`config.mk`:
```
export PLATFORM = sky130hd
export DESIGN_NAME = shared_chan_arbiter
export DESIGN_NICKNAME = d
export VERILOG_FILES = /design/src/rtl/sca_pkg.sv /design/src/rtl/sca_arb_fsm.sv /design/src/rtl/sca_rx_path.sv /design/src/rtl/shared_chan_arbiter.sv
export SDC_FILE = /design/constraint.sdc
export NUM_CORES = 1
export LEC_CHECK = 0
export ABC_AREA = 1
export BUFFER_PORTS_ARGS = -buffer_cell sky130_fd_sc_hd__buf_2
export CAP_MARGIN = 10
export CORE_MARGIN = 10
export CORE_UTILIZATION = 45
export DETAILED_ROUTE_END_ITERATION = 12
export HOLD_SLACK_MARGIN = 0.1
export PLACE_DENSITY_LB_ADDON = 0.05
export SETUP_SLACK_MARGIN = 0.1
export SLEW_MARGIN = 20
export SYNTH_ARGS = -nofsm -noshare
export SYNTH_HDL_FRONTEND = slang
export SYNTH_SLANG_ARGS = --single-unit
export TNS_END_PERCENT = 1
```
`constraint.sdc`:
```
create_clock -name clk -period 2.5 [get_ports clk]
set_input_delay 0.125 -clock clk [delete_from_list [all_inputs] [get_ports clk]]
set_output_delay 0.125 -clock clk [all_outputs]
set_load 0.05 [all_outputs]
```
`src/rtl/sca_pkg.sv`:
```
package sca_pkg;

   typedef enum logic [2:0] {
      ARB_FULL    = 3'd0,
      ARB_EXPECT  = 3'd1,
      ARB_RECV    = 3'd2,
      ARB_LIMITED = 3'd3,
      ARB_SUSPEND = 3'd4
   } arb_state_e;

   localparam logic [1:0] CLK_MODE_RUN = 2'd3;
   localparam logic [7:0] CMD_MSG_DONE = 8'h80;
   localparam logic [7:0] CMD_RX_RESET = 8'h40;

   localparam int ST_CNT_W = 6;

   typedef struct packed {
      logic                dropped;
      logic                marker;
      logic [ST_CNT_W-1:0] count;
   } rx_status_t;

endpackage

```
`src/rtl/sca_arb_fsm.sv`:
```
module sca_arb_fsm
   import sca_pkg::*;
#(
   parameter int NSRC     = 4,
   parameter int LIM_IDLE = 4,
   localparam int SRC_W   = (NSRC > 1) ? $clog2(NSRC) : 1,
   localparam int IDLE_W  = $clog2(LIM_IDLE + 1)
) (
   input  logic             clk,
   input  logic             rst_n,
   input  logic             suspend_req,
   input  logic             flag_open,
   input  logic [SRC_W-1:0] src_id,
   input  logic             idle_tick,
   input  logic             frame_end,
   output arb_state_e       state,
   output logic             open_acc,
   output logic [NSRC-1:0]  blocked
);

   arb_state_e         st_q, st_d;
   logic [SRC_W-1:0]   winner_q;
   logic [IDLE_W-1:0]  idle_q;
   logic               idle_done;

   assign state     = st_q;
   assign idle_done = idle_tick && !flag_open && (idle_q == IDLE_W'(LIM_IDLE - 1));

   always_comb begin
      open_acc = 1'b0;
      if (!suspend_req && flag_open) begin
         unique case (st_q)
            ARB_FULL, ARB_RECV: open_acc = 1'b1;
            ARB_LIMITED:        open_acc = (src_id != winner_q);
            default:            open_acc = 1'b0;
         endcase
      end
   end

   always_comb begin
      st_d = st_q;
      unique case (st_q)
         ARB_FULL:    if (open_acc) st_d = ARB_EXPECT;
         ARB_EXPECT:  st_d = ARB_RECV;
         ARB_RECV:    if (frame_end) st_d = ARB_LIMITED;
         ARB_LIMITED: begin
            if (open_acc)       st_d = ARB_EXPECT;
            else if (idle_done) st_d = ARB_FULL;
         end
         ARB_SUSPEND: if (!suspend_req) st_d = ARB_FULL;
         default:     st_d = ARB_SUSPEND;
      endcase
      if (suspend_req) st_d = ARB_SUSPEND;
   end

   always_ff @(posedge clk or negedge rst_n) begin
      if (!rst_n) begin
         st_q     <= ARB_FULL;
         winner_q <= '0;
         idle_q   <= '0;
      end else begin
         st_q <= st_d;
         if (open_acc && st_q != ARB_RECV) winner_q <= src_id;
         if (st_q != ARB_LIMITED || flag_open) idle_q <= '0;
         else if (idle_tick)                   idle_q <= idle_q + 1'b1;
      end
   end

   for (genvar g = 0; g < NSRC; g++) begin : g_blk
      always_comb begin
         unique case (st_q)
            ARB_FULL:             blocked[g] = 1'b0;
            ARB_EXPECT, ARB_RECV: blocked[g] = (winner_q != SRC_W'(g));
            ARB_LIMITED:          blocked[g] = (winner_q == SRC_W'(g));
            default:              blocked[g] = 1'b1;
         endcase
      end
   end

   assert_suspend_R7: assert property (@(posedge clk) disable iff (!rst_n)
      suspend_req |=> (st_q == ARB_SUSPEND));

   assert_expect_step_R2: assert property (@(posedge clk) disable iff (!rst_n)
      (st_q == ARB_EXPECT && !suspend_req) |=> (st_q == ARB_RECV));

   assert_frame_end_R4: assert property (@(posedge clk) disable iff (!rst_n)
      (st_q == ARB_RECV && frame_end && !suspend_req) |=> (st_q == ARB_LIMITED));

   assert_recv_holds_R5: assert property (@(posedge clk) disable iff (!rst_n)
      (st_q == ARB_RECV && !frame_end && !suspend_req) |=> (st_q == ARB_RECV));

endmodule

```
`src/rtl/sca_rx_path.sv`:
```
module sca_rx_path
   import sca_pkg::*;
#(
   parameter int DEPTH  = 8,
   localparam int OCC_W = $clog2(DEPTH + 1)
) (
   input  logic       clk,
   input  logic       rst_n,
   input  logic       in_recv,
   input  logic       open_acc,
   input  logic       flag_close,
   input  logic       rx_valid,
   input  logic [7:0] rx_data,
   input  logic       rx_reset,
   input  logic       frame_abort,
   input  logic       pop,
   output logic       status_wr,
   output logic       fifo_we,
   output logic [7:0] fifo_wdata,
   output logic       irq
);

   logic [OCC_W-1:0]    occ_q;
   logic                frame_act_q;
   logic [ST_CNT_W-1:0] cnt_q;
   logic                dropped_q;
   logic                irq_done_q;
   logic                has_room, data_try, close_try, data_wr, drop;
   rx_status_t          status;

   assign has_room  = (occ_q < OCC_W'(DEPTH));
   assign data_try  = in_recv && frame_act_q && rx_valid && !flag_close;
   assign close_try = in_recv && frame_act_q && flag_close;
   assign data_wr   = data_try && has_room;
   assign status_wr = close_try && has_room;
   assign drop      = (data_try || close_try) && !has_room;

   assign status.dropped = dropped_q;
   assign status.marker  = 1'b1;
   assign status.count   = cnt_q;

   always_ff @(posedge clk or negedge rst_n) begin
      if (!rst_n) begin
         occ_q       <= '0;
         frame_act_q <= 1'b0;
         cnt_q       <= '0;
         dropped_q   <= 1'b0;
         irq_done_q  <= 1'b0;
         fifo_we     <= 1'b0;
         fifo_wdata  <= '0;
         irq         <= 1'b0;
      end else begin
         occ_q <= occ_q + OCC_W'(data_wr || status_wr) - OCC_W'(pop && occ_q != '0);

         if (rx_reset || frame_abort) frame_act_q <= 1'b0;
         else if (open_acc)           frame_act_q <= 1'b1;
         else if (close_try)          frame_act_q <= 1'b0;

         if (open_acc || rx_reset) begin
            cnt_q     <= '0;
            dropped_q <= 1'b0;
         end else begin
            if (data_wr)               cnt_q     <= cnt_q + 1'b1;
            if (data_try && !has_room) dropped_q <= 1'b1;
         end

         if (open_acc)  irq_done_q <= 1'b0;
         else if (drop) irq_done_q <= 1'b1;
         irq <= drop && !irq_done_q;

         fifo_we <= data_wr || status_wr;
         if (status_wr)    fifo_wdata <= status;
         else if (data_wr) fifo_wdata <= rx_data;
      end
   end

   always_comb begin
      if (rst_n) assert_no_overflow_R3: assert (occ_q <= OCC_W'(DEPTH));
   end

   assert_irq_pulse_R6: assert property (@(posedge clk) disable iff (!rst_n)
      irq |=> !irq);

   assert_no_status_full_R5: assert property (@(posedge clk) disable iff (!rst_n)
      (close_try && !has_room) |=> !fifo_we);

   assert_pop_frees_R11: assert property (@(posedge clk) disable iff (!rst_n)
      (pop && occ_q != '0 && !data_wr && !status_wr) |=> has_room);

endmodule

```
`src/rtl/shared_chan_arbiter.sv`:
```
module shared_chan_arbiter
   import sca_pkg::*;
#(
   parameter int NSRC       = 4,
   parameter int FIFO_DEPTH = 8,
   parameter int LIM_IDLE   = 4,
   localparam int SRC_W     = (NSRC > 1) ? $clog2(NSRC) : 1
) (
   input  logic             clk,
   input  logic             rst_n,
   input  logic             flag_open_i,
   input  logic             flag_close_i,
   input  logic [SRC_W-1:0] src_id_i,
   input  logic             idle_tick_i,
   input  logic             rx_valid_i,
   input  logic [7:0]       rx_data_i,
   input  logic [1:0]       clk_mode_i,
   input  logic             cmd_we_i,
   input  logic [7:0]       cmd_data_i,
   input  logic             fifo_pop_i,
   output logic             fifo_we_o,
   output logic [7:0]       fifo_wdata_o,
   output logic [NSRC-1:0]  blocked_o,
   output logic             rfo_irq_o,
   output logic [2:0]       state_o
);

   if (NSRC < 2) begin : g_bad_nsrc
      $error("shared_chan_arbiter: NSRC must be at least 2");
   end
   if (FIFO_DEPTH < 2 || FIFO_DEPTH > 63) begin : g_bad_depth
      $error("shared_chan_arbiter: FIFO_DEPTH must lie in 2..63");
   end
   if (LIM_IDLE < 1) begin : g_bad_idle
      $error("shared_chan_arbiter: LIM_IDLE must be at least 1");
   end

   arb_state_e st;
   logic       suspend_req, cmd_done, cmd_rxrst, done_in_recv;
   logic       open_acc, status_wr, frame_end;

   assign suspend_req  = (clk_mode_i != CLK_MODE_RUN);
   assign cmd_done     = cmd_we_i && (cmd_data_i == CMD_MSG_DONE);
   assign cmd_rxrst    = cmd_we_i && (cmd_data_i == CMD_RX_RESET);
   assign done_in_recv = cmd_done && (st == ARB_RECV);
   assign frame_end    = status_wr || done_in_recv;
   assign state_o      = st;

   sca_arb_fsm #(
      .NSRC     (NSRC),
      .LIM_IDLE (LIM_IDLE)
   ) u_fsm (
      .clk         (clk),
      .rst_n       (rst_n),
      .suspend_req (suspend_req),
      .flag_open   (flag_open_i),
      .src_id      (src_id_i),
      .idle_tick   (idle_tick_i),
      .frame_end   (frame_end),
      .state       (st),
      .open_acc    (open_acc),
      .blocked     (blocked_o)
   );

   sca_rx_path #(
      .DEPTH (FIFO_DEPTH)
   ) u_rx (
      .clk         (clk),
      .rst_n       (rst_n),
      .in_recv     (st == ARB_RECV),
      .open_acc    (open_acc),
      .flag_close  (flag_close_i),
      .rx_valid    (rx_valid_i),
      .rx_data     (rx_data_i),
      .rx_reset    (cmd_rxrst),
      .frame_abort (done_in_recv || suspend_req),
      .pop         (fifo_pop_i),
      .status_wr   (status_wr),
      .fifo_we     (fifo_we_o),
      .fifo_wdata  (fifo_wdata_o),
      .irq         (rfo_irq_o)
   );

   assert_cmd_done_R8: assert property (@(posedge clk) disable iff (!rst_n)
      (done_in_recv && !suspend_req) |=> (state_o == 3'd3 && !fifo_we_o));

   assert_rxrst_keeps_R9: assert property (@(posedge clk) disable iff (!rst_n)
      (cmd_rxrst && !cmd_done && st == ARB_RECV && !suspend_req && !status_wr) |=> (state_o == 3'd2));

endmodule

```
==> flow_summary_export.csv, run 1 <==
group,metric,value,unit
setup_path,cp.required,2.66,ns
clocking,ctsResizeCount,0,
grt,grt_use_total,12.80,%
drt,wire_per_inst,13.28,um
layout,fillers,380,
drt,vias,1627,
timing,maxSlewViolCount,0,
power,switching_power,466.3,uW
drt,route.detailed.drc,0,
grt,antenna_found_initial,0,
power,p_sw_share,33.87,%
floorplanning,num_rows,23,
synthesis,synthFlopType,"dfrtp_1",
power,p_int,910.5,uW
setup_path,critPathKind,"flip-flop to flip-flop",
layout,regArea,775.7,sq um
power,total_power,1377,uW
setup_path,ff2ff_path_depth,7,
synthesis,synth-seq-cells,31,
synthesis,yosys_warnings,0,
synthesis,avgSynthCellArea,8.503,sq um
power,p_comb_share,28.7,%
grt,grt_pass1_vias,1627,
synthesis,synth_top_family_by_area,"simple AND/OR/NAND/NOR gates",
clocking,clkLatencyLatePin,0.28,ns
clocking,numCtsBuffers,5,
setup_path,endpoint_kind,"flip-flop",
layout,drive_gt1_share,31.07,%
drt,drtPass1Iterations,4,
setup_path,cp.arrival,2.28,ns
power,p_per_area,592.2,nW/um^2
layout,utilization,57.29,%
floorplanning,chipWidth,85.20,um
synthesis,synth_adder_area_share,6.279,%
clocking,clock_sinks,31,
timing,finClkSkew,0.005040,ns
timing,hold_viol,0,
clocking,cts_tree,"built",
synthesis,synth_nets,262,
hold_path,hold_path.class,"input port to flip-flop",
floorplanning,die-area,7259,sq um
timing,tightest_slew,0.8357,ns
clocking,postCtsHoldBufs,5,
floorplanning,core_area,4058,sq um
power,vdd_ir_drop_max,0.4816,mV
setup_path,start_kind,"flip-flop",
timing,fmax,0.4712,GHz
synthesis,yosysSeqAreaShare,40.55,%
place,dp_slack,0.3837,ns
timing,finalSetupTns,0,ns
synthesis,synth_compound_area_share,16.48,%
clocking,htreeDepth,2,
status,status,"complete, no violations",
floorplanning,start_util,47.15,%
synthesis,synth-simple-area-share,28.58,%
setup_path,ff2ff_setup_slack,0.38,ns
drt,via_per_inst,4.930,
drt,wirelength,4.381,mm
synthesis,synth-edff-count,0,
place,place_hpwl,3.418,mm
clocking,postCtsSetupRepairBufs,0,
layout,antenna_cells,0,
drt,drt_iter0_markers,101,
synthesis,synth_xor_area_share,1.373,%
timing,layout_setup_ws,0.3776,ns
layout,nNetsFinal,317,
synthesis,ys_async_sr_fraction,100.0,%
power,power.leakage,0.001258,uW
power,pwr-share-seq,42.9,%
timing,min_period_over_period,84.90,%
flow_run,maxCapViolCount,0,
setup_path,rr_endpoint,"u_rx.occ_q[1]",
timing,period_minus_slack,2.122,ns
setup_path,r2r_start,"u_fsm.state[0]",
power,p_clk_share,28.4,%
synthesis,synth.cell_area,1913,sq um
layout,multi_input_area,1008,sq um
setup_path,path_max_fanout,11,
clocking,cts-root-buf,"clkbuf_8",
drt,final_antenna_net_count,0,
clocking,clockBufferDepth,2,
synthesis,yosysUniqueCellTypes,30,
floorplanning,io_pins,45,
synthesis,synth_mux_area_share,0,%
layout,areaGrowthSynthToFinish,21.52,%
place,place_congestion,0.7987,
timing,slew_headroom,44.28,%
place,io_buffers,44,
synthesis,syn_inst,225,
timing,setup_viol,0,
clocking,clkTransAtPathRegs,0.06,ns
setup_path,crit_start,"u_fsm.state[0]",
grt,grt_max_degree,32,
grt,grt_remaining_overflow,0,
floorplanning,die_h,85.20,um
grt,grt_pass1_wl,7.721,mm
setup_path,cp-endpoint,"u_rx.occ_q[1]",
timing,rsz0062_at_grt,"no",
## cells in the mapped netlist (2+ instances only)
library cell,n,area share [%]
a21oi_1,5,1.3
a31oi_1,2,0.65
dfrtp_1,31,41
ha_1,8,5.2
inv_1,27,5.3
inv_2,2,0.39
nand2_1,45,8.8
nand2_2,4,1.3
nand2_4,4,2.4
nand3_1,14,3.7
nand4_1,3,0.98
nor2_1,21,4.1
nor2_4,3,1.8
nor2_8,3,3.1
nor3_1,2,0.52
o21ai_0,11,2.9
o21ai_1,8,2.1
o21ai_2,16,7.3
o311ai_0,4,1.8
xor2_1,2,0.92
## power groups by stage
| stage | Combinational [uW] | Clock (uW) | Sequential (uW) |
|---|---|---|---|
| 5_1_grt | 452 | 432 | 600 |
| 3_3_place_gp | 389 | 0 | 599 |
| 3_5_place_dp | 394 | 0 | 601 |
| 2_1_floorplan | 283 | 0 | 604 |
| 4_1_cts | 401 | 402 | 592 |
| 6_report | 395 | 391 | 591 |
## cell type report
type / instances / area share [%]
well taps: 50 / 2.691
multi-input cells: 162 / 43.38
inverters: 30 / 4.844
flip-flops and latches: 31 / 33.37
clock inverters: 1 / 0.2153
repair buffers: 50 / 11.95
clock buffers: 6 / 3.552
## metrics by stage
step	instances	hold WS (ns)	area, sq um
6_report	330	0.1078	2325
5_1_grt	330	0.1123	2325
4_1_cts	330	0.1019	2325
3_5_place_dp	318	0.2195	2187
3_3_place_gp	318	0.2234	2187
2_1_floorplan	225	-0.1706	1913
## worst max-delay path: stages (launching register included)
cell and delay [ns]:
dfrtp_1 0.44, nor2_4 0.17, nand2_4 0.09, nor2_8 0.12, o21ai_2 0.24, nor2_8 0.25
ha_1 0.25, fa_1 0.42
## logic make-up (layout without fill, tap and decap cells)
group | count (synthesis) | in the layout
compound gates | 47 | 47
xor+xnor | 3 | 3
fa+ha+maj | 9 | 9
buf+inv | 32 | 87
flops | 31 | 31
simple gates | 103 | 103
## cells in the final DEF, fill, tap and decap left out, drive strengths merged
master / count
clkinv: 2
nand3: 14
fa: 1
xnor2: 1
dlygate4sd3: 5
inv: 29
nor3: 3
nand3b: 1
nand4: 3
buf: 45
nand2: 53
o211ai: 1
a21oi: 5
o21ai: 35
o311ai: 4
dfrtp: 31
xor2: 2
a31oi: 2
or2: 1
nor2: 28
ha: 8
clkbuf: 6
## per-layer routing
layer  vias up  part of all wire, %  global-route usage, %
met2        35                   44                  19.55
met3         7                  7.4                  4.876
met4         0                  1.2                  4.042
li1        851                    -                      -
met5         -                    0                      0
met1       734                   48                  16.22
## sequential cells by signal, summed over array words and instances (netlist names)
register	count
u_fsm.winner_q	2
u_rx.cnt_q	6
u_rx.frame_act_q	1
u_rx.fifo_we	1
u_rx.irq	1
u_rx.irq_done_q	1
u_rx.occ_q	4
u_rx.fifo_wdata	8
u_fsm.idle_q	3
u_fsm.state	3
u_rx.dropped_q	1
## worst min path at each step
stage,end,startpoint,depth (start not counted)
CTS,u_rx.fifo_wdata[1],rx_data_i[1],3
finish,u_rx.fifo_wdata[0],rx_data_i[0],3
global route,u_rx.fifo_wdata[1],rx_data_i[1],3
floorplan,u_fsm.idle_q[0],rst_n,0
global placement,u_fsm.winner_q[0],rst_n,1
detailed placement,u_fsm.winner_q[1],rst_n,1
(Power assumes the default switching activity.)
==> inputs of run 2 (changes only) <==
==> constraint.sdc (replaced) <==
create_clock -name clk -period 1.7 [get_ports clk]
set_input_delay 0.085 -clock clk [delete_from_list [all_inputs] [get_ports clk]]
set_output_delay 0.085 -clock clk [all_outputs]
set_load 0.05 [all_outputs]
==> flow_summary_export.csv, run 2 (synthesized netlist as in run 1, its figures left out) <==
group,metric,value,unit
status,status,"complete, but fails checks",
status,violations,"setup timing",
floorplanning,die_h,85.20,um
clocking,htreeDepth,2,
grt,grt_use_total,13.48,%
setup_path,ff2ff_path_depth,8,
setup_path,critPathKind,"flip-flop to flip-flop",
layout,layout_commonest_cell,"nand2_1",
layout,instances_no_fill,348,
floorplanning,num_rows,23,
flow_run,maxCapViolCount,0,
clocking,clockBufferDepth,2,
timing,fmax,0.5683,GHz
layout,largest_reg_flops,8,
setup_path,crit_chain,"inv_2 > ha_4 > a31oi_2 > ha_1 > inv_2 > ha_4 > fa_2 > xor2_1",
setup_path,endpoint_kind,"flip-flop",
layout,drive_gt1_share,40.60,%
timing,layout_setup_ws,-0.05976,ns
timing,maxSlewViolCount,0,
floorplanning,core_area,4058,sq um
layout,top_register,"u_rx.fifo_wdata",
grt,grt_pass1_vias,1787,
clocking,numCtsBuffers,5,
power,p_clk_share,30.9,%
drt,route.detailed.drc,0,
setup_path,r2r_start,"u_rx.occ_q[3]",
setup_path,ff2ff_setup_slack,-0.06,ns
setup_path,path_max_fanout,2,
power,p_sw_share,33.27,%
drt,via_per_inst,4.902,
setup_path,cp.arrival,1.93,ns
floorplanning,start_util,47.15,%
timing,setup_viol,2,
clocking,clkTransAtPathRegs,0.06,ns
grt,grt_pass1_wl,8.176,mm
timing,hold_viol,0,
layout,top_regs,"u_rx.fifo_wdata x8, u_rx.cnt_q x6, u_rx.occ_q x4",
drt,final_antenna_net_count,0,
drt,drt_iter0_markers,130,
drt,drtPass1Iterations,4,
power,power.leakage,0.001352,uW
clocking,cts-root-buf,"clkbuf_8",
power,p_comb_share,32.9,%
setup_path,cp_slowest_stage_delay,0.39,ns
layout,antenna_cells,0,
floorplanning,chipWidth,85.20,um
timing,tightest_slew,0.7049,ns
drt,vias,1706,
timing,min_period_over_period,103.5,%
timing,finClkSkew,0.007897,ns
setup_path,rr_endpoint,"u_rx.occ_q[2]",
timing,slew_headroom,53.01,%
hold_path,min_from,"idle_tick_i",
timing,hold_slack,0.1256,ns
layout,utilization,65.16,%
clocking,cts_tree,"built",
drt,wirelength,4.670,mm
layout,nNetsFinal,334,
place,io_buffers,44,
hold_path,worst_hold_path.endpoint,"u_fsm.idle_q[0]",
setup_path,critPathSlowestCell,"dfrtp_1",
power,p_per_area,916.7,nW/um^2
setup_path,cp.required,1.87,ns
layout,fillers,347,
place,numPlacedInstances,328,
place,place_congestion,0.8156,
grt,grt_max_degree,32,
power,pwr-share-seq,36.2,%
grt,grt_remaining_overflow,0,
power,p_int,1617,uW
floorplanning,io_pins,45,
power,switching_power,806.2,uW
place,place_hpwl,3.518,mm
timing,period_minus_slack,1.760,ns
clocking,clkLatencyLatePin,0.29,ns
grt,antenna_found_initial,0,
layout,areaGrowthSynthToFinish,38.20,%
setup_path,start_kind,"flip-flop",
hold_path,hold_path.class,"input port to flip-flop",
hold_path,hold_depth,4,
power,vdd_ir_drop_max,0.7757,mV
clocking,clock_sinks,31,
timing,rsz0062_at_grt,"yes",
drt,wire_per_inst,13.42,um
layout,final_cell_mix,"nand2_1 (42), buf_2 (40), dfrtp_1 (28)",
floorplanning,die-area,7259,sq um
## run 2: worst max-delay path: cells and delay by family (launching register included)
kind	cells	cell delay, ns
DFF	1	0.39
buffers and inverters	2	0.12
AOI/OAI and AO/OA	1	0.08
xor gates and xnor gates	1	0.15
adders and majority gates	4	0.90
## run 2: through the flow
step	area, sq um	setup TNS (ns)	worst slack, ns	total power [uW]
floorplan	1969	-0.3595	-0.1917	1333
global placement	2318	-0.1253	-0.07197	1554
detailed placement	2318	-0.1721	-0.08972	1574
CTS	2608	-0.1043	-0.06104	2426
global route	2644	-0.2516	-0.1133	2587
finish	2644	-0.1012	-0.05976	2423
## run 2: power by group through the flow
| stage | clock network, uW | logic (uW) | registers [uW] |
|---|---|---|---|
| 2_1_floorplan | 0 | 440 | 893 |
| 3_3_place_gp | 0 | 670 | 884 |
| 3_5_place_dp | 0 | 687 | 888 |
| 4_1_cts | 764 | 786 | 875 |
| 5_1_grt | 801 | 897 | 888 |
| 6_report | 749 | 797 | 878 |
## run 2: worst max-delay path by stage
| stage | start | to | slack (ns) |
|---|---|---|---|
| 5_1_grt | u_rx.occ_q[3] | u_rx.occ_q[2] | -0.11 |
| 3_3_place_gp | u_rx.occ_q[3] | u_rx.occ_q[2] | -0.07 |
| 4_1_cts | u_rx.occ_q[3] | u_rx.occ_q[2] | -0.06 |
| 2_1_floorplan | u_fsm.state[2] | u_rx.occ_q[1] | -0.19 |
| 3_5_place_dp | u_rx.occ_q[3] | u_rx.occ_q[2] | -0.09 |
| 6_report | u_rx.occ_q[3] | u_rx.occ_q[2] | -0.06 |
## run 2: repair_timing
action                     CTS  global route
setup endpoints to repair    7            16
pin swaps                    4             7
hold endpoints to repair    41             0
gates resized for setup     20            11
buffers inserted             1             0
hold buffers                11             0
## run 2: layout make-up
class / count / area (sq um) / share of cell area (%)
inverters: 30 / 116.4 / 4.401
flip-flops and latches: 31 / 779.5 / 29.48
multi-input cells: 162 / 1115 / 42.17
clock buffers: 6 / 82.58 / 3.124
repair buffers: 67 / 452.9 / 17.13
well taps: 50 / 62.56 / 2.366
clock inverters: 2 / 35.03 / 1.325
## run 2: per-layer routing
layer | share of wire [%] | vias to the layer above | track usage (%) | routed length [um]
li1 | - | 887 | - | -
met4 | 0.86 | 0 | 3.144 | 40
met2 | 47 | 30 | 22.14 | 2178
met5 | 0 | - | 0 | 0
met1 | 46 | 783 | 16.03 | 2167
met3 | 6.1 | 6 | 5.449 | 284
